### config.mk
export PLATFORM = sky130hd
export DESIGN_NAME = hwr_ctrl
export DESIGN_NICKNAME = d
export VERILOG_FILES = /design/src/rtl/hwr_pkg.sv /design/src/rtl/hwr_addr_decode.sv /design/src/rtl/hwr_seq.sv /design/src/rtl/hwr_regbank.sv /design/src/rtl/hwr_ctrl.sv
export SDC_FILE = /design/constraint.sdc
export NUM_CORES = 1
export LEC_CHECK = 0
export BUFFER_PORTS_ARGS = -buffer_cell sky130_fd_sc_hd__buf_4
export CAP_MARGIN = 20
export CORE_MARGIN = 1
export CORE_UTILIZATION = 43
export DETAILED_ROUTE_END_ITERATION = 12
export PLACE_DENSITY_LB_ADDON = 0.15
export SYNTH_ARGS = -nofsm -noshare
export SYNTH_HDL_FRONTEND = slang
export SYNTH_SLANG_ARGS = --single-unit
### constraint.sdc
create_clock -name clk -period 1.92 [get_ports clk]
set_clock_uncertainty 0.05 [all_clocks]
set_input_delay 0.192 -clock clk [delete_from_list [all_inputs] [get_ports clk]]
set_output_delay 0.192 -clock clk [all_outputs]
set_load 0.01 [all_outputs]
### src/rtl/hwr_pkg.sv
package hwr_pkg;

    typedef enum logic [1:0] {
        ST_IDLE  = 2'd0,
        ST_BUFW  = 2'd1,
        ST_WRITE = 2'd2,
        ST_ACK   = 2'd3
    } wr_state_e;

endpackage

### src/rtl/hwr_addr_decode.sv
module hwr_addr_decode #(
    parameter int ADDR_W = 16,
    parameter int SEL_W  = 3
) (
    input  logic [ADDR_W-1:0] addr,
    output logic              is_reg,
    output logic              sram_cs_n,
    output logic [SEL_W-1:0]  reg_sel,
    output logic [ADDR_W-2:0] sram_addr
);

    // Top address bit splits SRAM (0) from the register bank (1).
    always_comb begin
        is_reg    = addr[ADDR_W-1];
        sram_cs_n = addr[ADDR_W-1];
        reg_sel   = addr[SEL_W-1:0];
        sram_addr = addr[ADDR_W-2:0];
    end

endmodule

### src/rtl/hwr_seq.sv
module hwr_seq
    import hwr_pkg::*;
#(
    parameter int BUF_WAIT = 2,
    parameter int PULSE    = 3
) (
    input  logic clk,
    input  logic rst_n,
    input  logic grant,
    input  logic cs_n,
    input  logic wbe_n,
    output logic we_n,
    output logic ready,
    output logic commit
);

    localparam int CNT_MAX = (BUF_WAIT > PULSE) ? BUF_WAIT : PULSE;
    localparam int CNT_W   = $clog2(CNT_MAX + 1) + 1;

    wr_state_e        st_q, st_d;
    logic [CNT_W-1:0] cnt_q, cnt_d;
    logic             we_d, rdy_d;

    // Next state, counter and output values.
    always_comb begin
        st_d   = st_q;
        cnt_d  = cnt_q;
        we_d   = we_n;
        rdy_d  = ready;
        commit = 1'b0;
        unique case (st_q)
            ST_IDLE: begin
                we_d  = 1'b1;
                rdy_d = 1'b0;
                if (grant && !cs_n && !wbe_n) begin
                    st_d  = ST_BUFW;
                    cnt_d = '0;
                end
            end
            ST_BUFW: begin
                if (!grant) begin
                    we_d  = 1'b1;
                    cnt_d = '0;
                end else if (cnt_q >= CNT_W'(BUF_WAIT)) begin
                    we_d  = 1'b0;
                    cnt_d = '0;
                    st_d  = ST_WRITE;
                end else begin
                    cnt_d = cnt_q + 1'b1;
                end
            end
            ST_WRITE: begin
                if (!grant) begin
                    we_d  = 1'b1;
                    cnt_d = '0;
                    st_d  = ST_BUFW;
                end else if (cnt_q >= CNT_W'(PULSE)) begin
                    we_d   = 1'b1;
                    rdy_d  = 1'b1;
                    commit = 1'b1;
                    st_d   = ST_ACK;
                end else begin
                    cnt_d = cnt_q + 1'b1;
                end
            end
            ST_ACK: begin
                if (wbe_n) begin
                    rdy_d = 1'b0;
                    st_d  = ST_IDLE;
                end
            end
            default: st_d = ST_IDLE;
        endcase
    end

    // State register.
    always_ff @(posedge clk or negedge rst_n) begin
        if (!rst_n) begin
            st_q  <= ST_IDLE;
            cnt_q <= '0;
        end else begin
            st_q  <= st_d;
            cnt_q <= cnt_d;
        end
    end

    // Output registers.
    always_ff @(posedge clk or negedge rst_n) begin
        if (!rst_n) begin
            we_n  <= 1'b1;
            ready <= 1'b0;
        end else begin
            we_n  <= we_d;
            ready <= rdy_d;
        end
    end

    assert_idle_quiet_R1: assert property (@(posedge clk) disable iff (!rst_n)
        (st_q == ST_IDLE) |-> (we_n && !ready));

    assert_leave_idle_R2: assert property (@(posedge clk) disable iff (!rst_n)
        ((st_q == ST_IDLE) && !(grant && !cs_n && !wbe_n)) |=> (st_q == ST_IDLE));

    assert_ready_excl_R4: assert property (@(posedge clk) disable iff (!rst_n)
        ready |-> we_n);

    assert_ready_source_R4: assert property (@(posedge clk) disable iff (!rst_n)
        $rose(ready) |-> $past(st_q == ST_WRITE));

    assert_grant_loss_R5: assert property (@(posedge clk) disable iff (!rst_n)
        !grant |=> we_n);

    assert_ready_hold_R6: assert property (@(posedge clk) disable iff (!rst_n)
        $fell(ready) |-> $past(wbe_n));

endmodule

### src/rtl/hwr_regbank.sv
module hwr_regbank #(
    parameter int PAL_N      = 4,
    parameter int COLOR_W    = 6,
    parameter int DATA_W     = 8,
    parameter int SEL_W      = 3,
    parameter int HEIGHT_RST = 240,
    parameter int VOFF_RST   = 0
) (
    input  logic                     clk,
    input  logic                     rst_n,
    input  logic                     wr_en,
    input  logic [SEL_W-1:0]         sel,
    input  logic [DATA_W-1:0]        wdata,
    output logic [PAL_N*COLOR_W-1:0] pal_flat,
    output logic [DATA_W-1:0]        voff,
    output logic [DATA_W-1:0]        height
);

    localparam int VOFF_IDX   = PAL_N;
    localparam int HEIGHT_IDX = PAL_N + 1;

    for (genvar gi = 0; gi < PAL_N; gi++) begin : g_pal
        always_ff @(posedge clk or negedge rst_n) begin
            if (!rst_n) begin
                pal_flat[gi*COLOR_W +: COLOR_W] <= '0;
            end else if (wr_en && (sel == SEL_W'(gi))) begin
                pal_flat[gi*COLOR_W +: COLOR_W] <= wdata[COLOR_W-1:0];
            end
        end
    end

    always_ff @(posedge clk or negedge rst_n) begin
        if (!rst_n) begin
            voff   <= DATA_W'(VOFF_RST);
            height <= DATA_W'(HEIGHT_RST);
        end else if (wr_en) begin
            if (sel == SEL_W'(VOFF_IDX))   voff   <= wdata;
            if (sel == SEL_W'(HEIGHT_IDX)) height <= wdata;
        end
    end

    assert_unused_offsets_R9: assert property (@(posedge clk) disable iff (!rst_n)
        (wr_en && (sel > SEL_W'(HEIGHT_IDX))) |=>
            ($stable(pal_flat) && $stable(voff) && $stable(height)));

    assert_quiet_bank_R10: assert property (@(posedge clk) disable iff (!rst_n)
        !wr_en |=> ($stable(pal_flat) && $stable(voff) && $stable(height)));

endmodule

### src/rtl/hwr_ctrl.sv
module hwr_ctrl #(
    parameter int ADDR_W     = 16,
    parameter int DATA_W     = 8,
    parameter int PAL_N      = 4,
    parameter int COLOR_W    = 6,
    parameter int BUF_WAIT   = 2,
    parameter int PULSE      = 3,
    parameter int HEIGHT_RST = 240,
    parameter int VOFF_RST   = 0
) (
    input  logic                     clk,
    input  logic                     rst_n,
    input  logic                     bus_grant,
    input  logic                     host_cs_n,
    input  logic                     host_wbe_n,
    input  logic [ADDR_W-1:0]        host_addr,
    input  logic [DATA_W-1:0]        host_data,
    output logic                     host_ready,
    output logic                     sram_we_n,
    output logic                     sram_cs_n,
    output logic [ADDR_W-2:0]        sram_addr,
    output logic [PAL_N*COLOR_W-1:0] pal_colors,
    output logic [DATA_W-1:0]        line_offset,
    output logic [DATA_W-1:0]        line_count
);

    localparam int SEL_W = $clog2(PAL_N + 2);

    logic             is_reg;
    logic [SEL_W-1:0] reg_sel;
    logic             commit;

    hwr_addr_decode #(
        .ADDR_W (ADDR_W),
        .SEL_W  (SEL_W)
    ) u_dec (
        .addr      (host_addr),
        .is_reg    (is_reg),
        .sram_cs_n (sram_cs_n),
        .reg_sel   (reg_sel),
        .sram_addr (sram_addr)
    );

    hwr_seq #(
        .BUF_WAIT (BUF_WAIT),
        .PULSE    (PULSE)
    ) u_seq (
        .clk    (clk),
        .rst_n  (rst_n),
        .grant  (bus_grant),
        .cs_n   (host_cs_n),
        .wbe_n  (host_wbe_n),
        .we_n   (sram_we_n),
        .ready  (host_ready),
        .commit (commit)
    );

    hwr_regbank #(
        .PAL_N      (PAL_N),
        .COLOR_W    (COLOR_W),
        .DATA_W     (DATA_W),
        .SEL_W      (SEL_W),
        .HEIGHT_RST (HEIGHT_RST),
        .VOFF_RST   (VOFF_RST)
    ) u_regs (
        .clk      (clk),
        .rst_n    (rst_n),
        .wr_en    (commit && is_reg),
        .sel      (reg_sel),
        .wdata    (host_data),
        .pal_flat (pal_colors),
        .voff     (line_offset),
        .height   (line_count)
    );

    // Register traffic must never leave the SRAM selected during a strobe.
    assert_reg_no_sram_R7: assert property (@(posedge clk) disable iff (!rst_n)
        (!sram_we_n && host_addr[ADDR_W-1]) |-> sram_cs_n);

endmodule

==> results.sh <==
export IMPL_status="complete, but fails checks"
export IMPL_violations="setup timing"
export IMPL_final_util_pct=63.7
export IMPL_r2r_slack_ps=-100
export IMPL_power_leakage_uw=0.00158
export IMPL_multi_input_area_um2=975
export IMPL_async_flop_share_pct=100
export IMPL_synth_top_area_share_pct=48.6
export IMPL_internal_power_uw=1820
export IMPL_vias_per_cell=5.02
export IMPL_critPathTopFamily="simple AND/OR/NAND/NOR gates"
export IMPL_setup_viol=25
export IMPL_syn_area_per_cell_um2=13.7
export IMPL_die_y_um=73.0
export IMPL_relSlewSlack_pct=61.1
export IMPL_cts_root_buffer="clkbuf_8"
export IMPL_dp_hpwl_mm=3.60
export IMPL_seqPwrFrac_pct=41.5
export IMPL_path_cells="ha_2 > ha_1 > a211oi_2 > or3_4 > nor3b_4 > buf_6 > mux2_2"
export IMPL_n_fill_cell=396
export IMPL_cp_num_cells=7
export IMPL_place_inst=288
export IMPL_clockBufferDepth=2
export IMPL_syn_cell_area_um2=2160
export IMPL_hold_path_class="input port to flip-flop"
export IMPL_synth_edff_count=0
export IMPL_rsz0062_at_grt="true"
export IMPL_drc=0
export IMPL_combPwrFrac_pct=29.3
export IMPL_routed_wirelength_mm=5.07
export IMPL_synth_area_leaders="dfrtp_1 49%, mux2_2 21%, dfstp_2 6.1%"
export IMPL_tns_ps=-1400
export IMPL_synthToLayoutAreaGrowth_pct=40.8
export IMPL_min_path_cells=2
export IMPL_dieWidth_um=73.0
export IMPL_antenna_cells=0
export IMPL_cp_num_buf_inv=1
export IMPL_ys_types=34
export IMPL_path_class="flip-flop to flip-flop"
export IMPL_clock_sinks=47
export IMPL_reg2reg_from="u_seq.cnt_q[1]"
export IMPL_ios=87
export IMPL_grtUsageTotal_pct=20.0
export IMPL_finalPower_uw=2540
export IMPL_crit_path_end_kind="flip-flop"
export IMPL_grt_max_degree=48
export IMPL_hold_path_startpoint="host_data[7]"
export IMPL_drive_above_1_share_pct=67.1
export IMPL_htree_num_levels=2
export IMPL_max_cap_violations=0
export IMPL_fin_ws_ps=-104
export IMPL_report_final_slew_viol_count=0
export IMPL_initial_utilization_pct=45.2
export IMPL_ir_drop_v=0.000661
export IMPL_power_frac_clock_pct=29.2
export IMPL_finalCritPeriodShare_pct=105
export IMPL_gp_congestion=0.869
export IMPL_required_ps=2060
export IMPL_first_iter_violations=53
export IMPL_clk_pin_slew_ps=90
export IMPL_cts_buffers=5
export IMPL_clk_insertion_delay_late_ps=300
export IMPL_yosysTopAreaCell="dfrtp_1"
export IMPL_row_count=25
export IMPL_nets=266
export IMPL_portBuffers=62
export IMPL_max_freq_mhz=494
export IMPL_grt_pass1_wl_mm=7.83
export IMPL_cts_tree="yes"
export IMPL_reg2regPathDepth=7
export IMPL_power_density_nw_per_um2=835
export IMPL_min_to="u_regs.voff[7]"
export IMPL_syn_nets=194
export IMPL_cp_start_kind="flip-flop"
export IMPL_via_count=1497
export IMPL_antenna_found_initial=0
export IMPL_coreArea_um2=4790
export IMPL_ant_nets=0
export IMPL_rr_endpoint="u_regs.pal_flat[1]"
export IMPL_worst_path_max_delay_cell="or3_4"
export IMPL_finalCriticalPeriod_ps=2020
export IMPL_synthCells=158
export IMPL_dr_pass1_iters=4
export IMPL_cp_max_fo=6
export IMPL_synth_ff_type="dfrtp_1"
export IMPL_stdcell_count=298
export IMPL_wl_per_cell_um=17.0
export IMPL_first_global_vias=1534
export IMPL_tightest_slew_ps=584
export IMPL_grt_overflow_total=0
export IMPL_die_area_um2=5320
export IMPL_final_seq_area_um2=1180
export IMPL_hold_viol_final=0
export IMPL_ys_seq_area_share_pct=54.6
export IMPL_switching_share_pct=28.6
export IMPL_yosys_warnings=0
export IMPL_slowest_delay_ps=410
export IMPL_place_ws_ps=-218
export IMPL_arrival_ps=2170
export IMPL_switchingPower_uw=729
export IMPL_synth_seq_cells=47
==> layer usage <==
| layer | vias to the layer above | share of wire (%) | track usage [%] |
|---|---|---|---|
| li1 | 694 | - | - |
| met1 | 744 | 42 | 24.9 |
| met2 | 46 | 51 | 34.1 |
| met3 | 13 | 5.3 | 5.66 |
| met4 | 0 | 1.2 | 5.45 |
| met5 | - | 0 | 0 |
==> stage by stage <==
step | hold slack (ps) | instance area [um2]
after floorplan | -154 | 2200
after global placement | 172 | 2780
after detailed placement | 188 | 2780
after CTS | 64.7 | 2980
after global routing | 63.9 | 3050
final | 69.7 | 3050
==> flip-flops by register name, summed over array words and instances, names as in the netlist <==
register         cells
u_seq.ready          1
u_regs.height        8
u_seq.st_q           2
u_seq.cnt_q          3
u_regs.pal_flat     24
u_seq.we_n           1
u_regs.voff          8
==> cell type report <==
cell class | instances | area share [%]
inverter | 5 | 0.616
tap | 67 | 2.75
multi-input combinational | 88 | 32.0
clock buffer | 5 | 2.26
timing repair buffer | 83 | 22.0
sequential | 47 | 38.8
clock inverter | 3 | 1.56
==> power by group through the flow <==
stage | sequential [uW] | combinational, uW | clock (uW)
floorplan | 1080 | 326 | 0
global placement | 1070 | 580 | 0
detailed placement | 1070 | 600 | 0
CTS | 1050 | 681 | 760
global route | 1060 | 808 | 806
finish | 1060 | 746 | 742
==> cell families after synthesis <==
| logic type | share of synthesized area [%] |
|---|---|
| DFF | 54.6 |
| muxes | 22.2 |
| and+or+nand+nor | 8.09 |
| adders and majority gates | 4.05 |
| buffers and inverters | 7.11 |
| AOI/OAI and AO/OA | 3.93 |
==> layout by cell type, fill, tap and decap left out, types with 2 or more instances in the layout <==
cell type | netlist | final
nor2b_1 | 3 | 2
inv_1 | 5 | 4
o22ai_2 | 0 | 2
buf_12 | 0 | 3
mux2i_1 | 3 | 3
mux2_2 | 40 | 26
dfstp_2 | 5 | 5
nor2_1 | 4 | 3
a211oi_2 | 1 | 2
ha_1 | 7 | 5
nand2_1 | 5 | 5
buf_6 | 1 | 2
a21oi_1 | 2 | 2
buf_4 | 16 | 77
nor3_1 | 3 | 3
dfrtp_1 | 42 | 42
clkbuf_8 | 0 | 5
mux2_4 | 0 | 14
==> worst max-delay path by stage <==
stage,startpoint,to,slack [ps]
after floorplan,u_seq.cnt_q[1],u_regs.voff[0],-200
after global placement,u_seq.cnt_q[1],u_seq.cnt_q[2],-120
after detailed placement,u_seq.cnt_q[0],u_seq.cnt_q[0],-220
after CTS,u_seq.cnt_q[0],u_regs.pal_flat[2],-90
after global routing,u_seq.cnt_q[0],u_regs.pal_flat[2],-150
final,u_seq.cnt_q[1],u_regs.pal_flat[1],-100
==> repair_timing <==
item,in CTS,in global routing
setup buffers,2,0
gates resized for setup,15,15
pin swaps,7,1
hold endpoints to repair,42,0
endpoints found under the setup margin,45,45
hold buffers,1,0
==> synthesized netlist by cell type, drive strengths merged (2+ instances only) <==
master,count
a211oi,2
a21oi,2
buf,17
dfrtp,42
dfstp,5
ha,7
inv,5
mux2,40
mux2i,3
nand2,5
nor2,5
nor2b,3
nor3,4
o22ai,2
No activity file was read; power rests on OpenSTA's default activity.
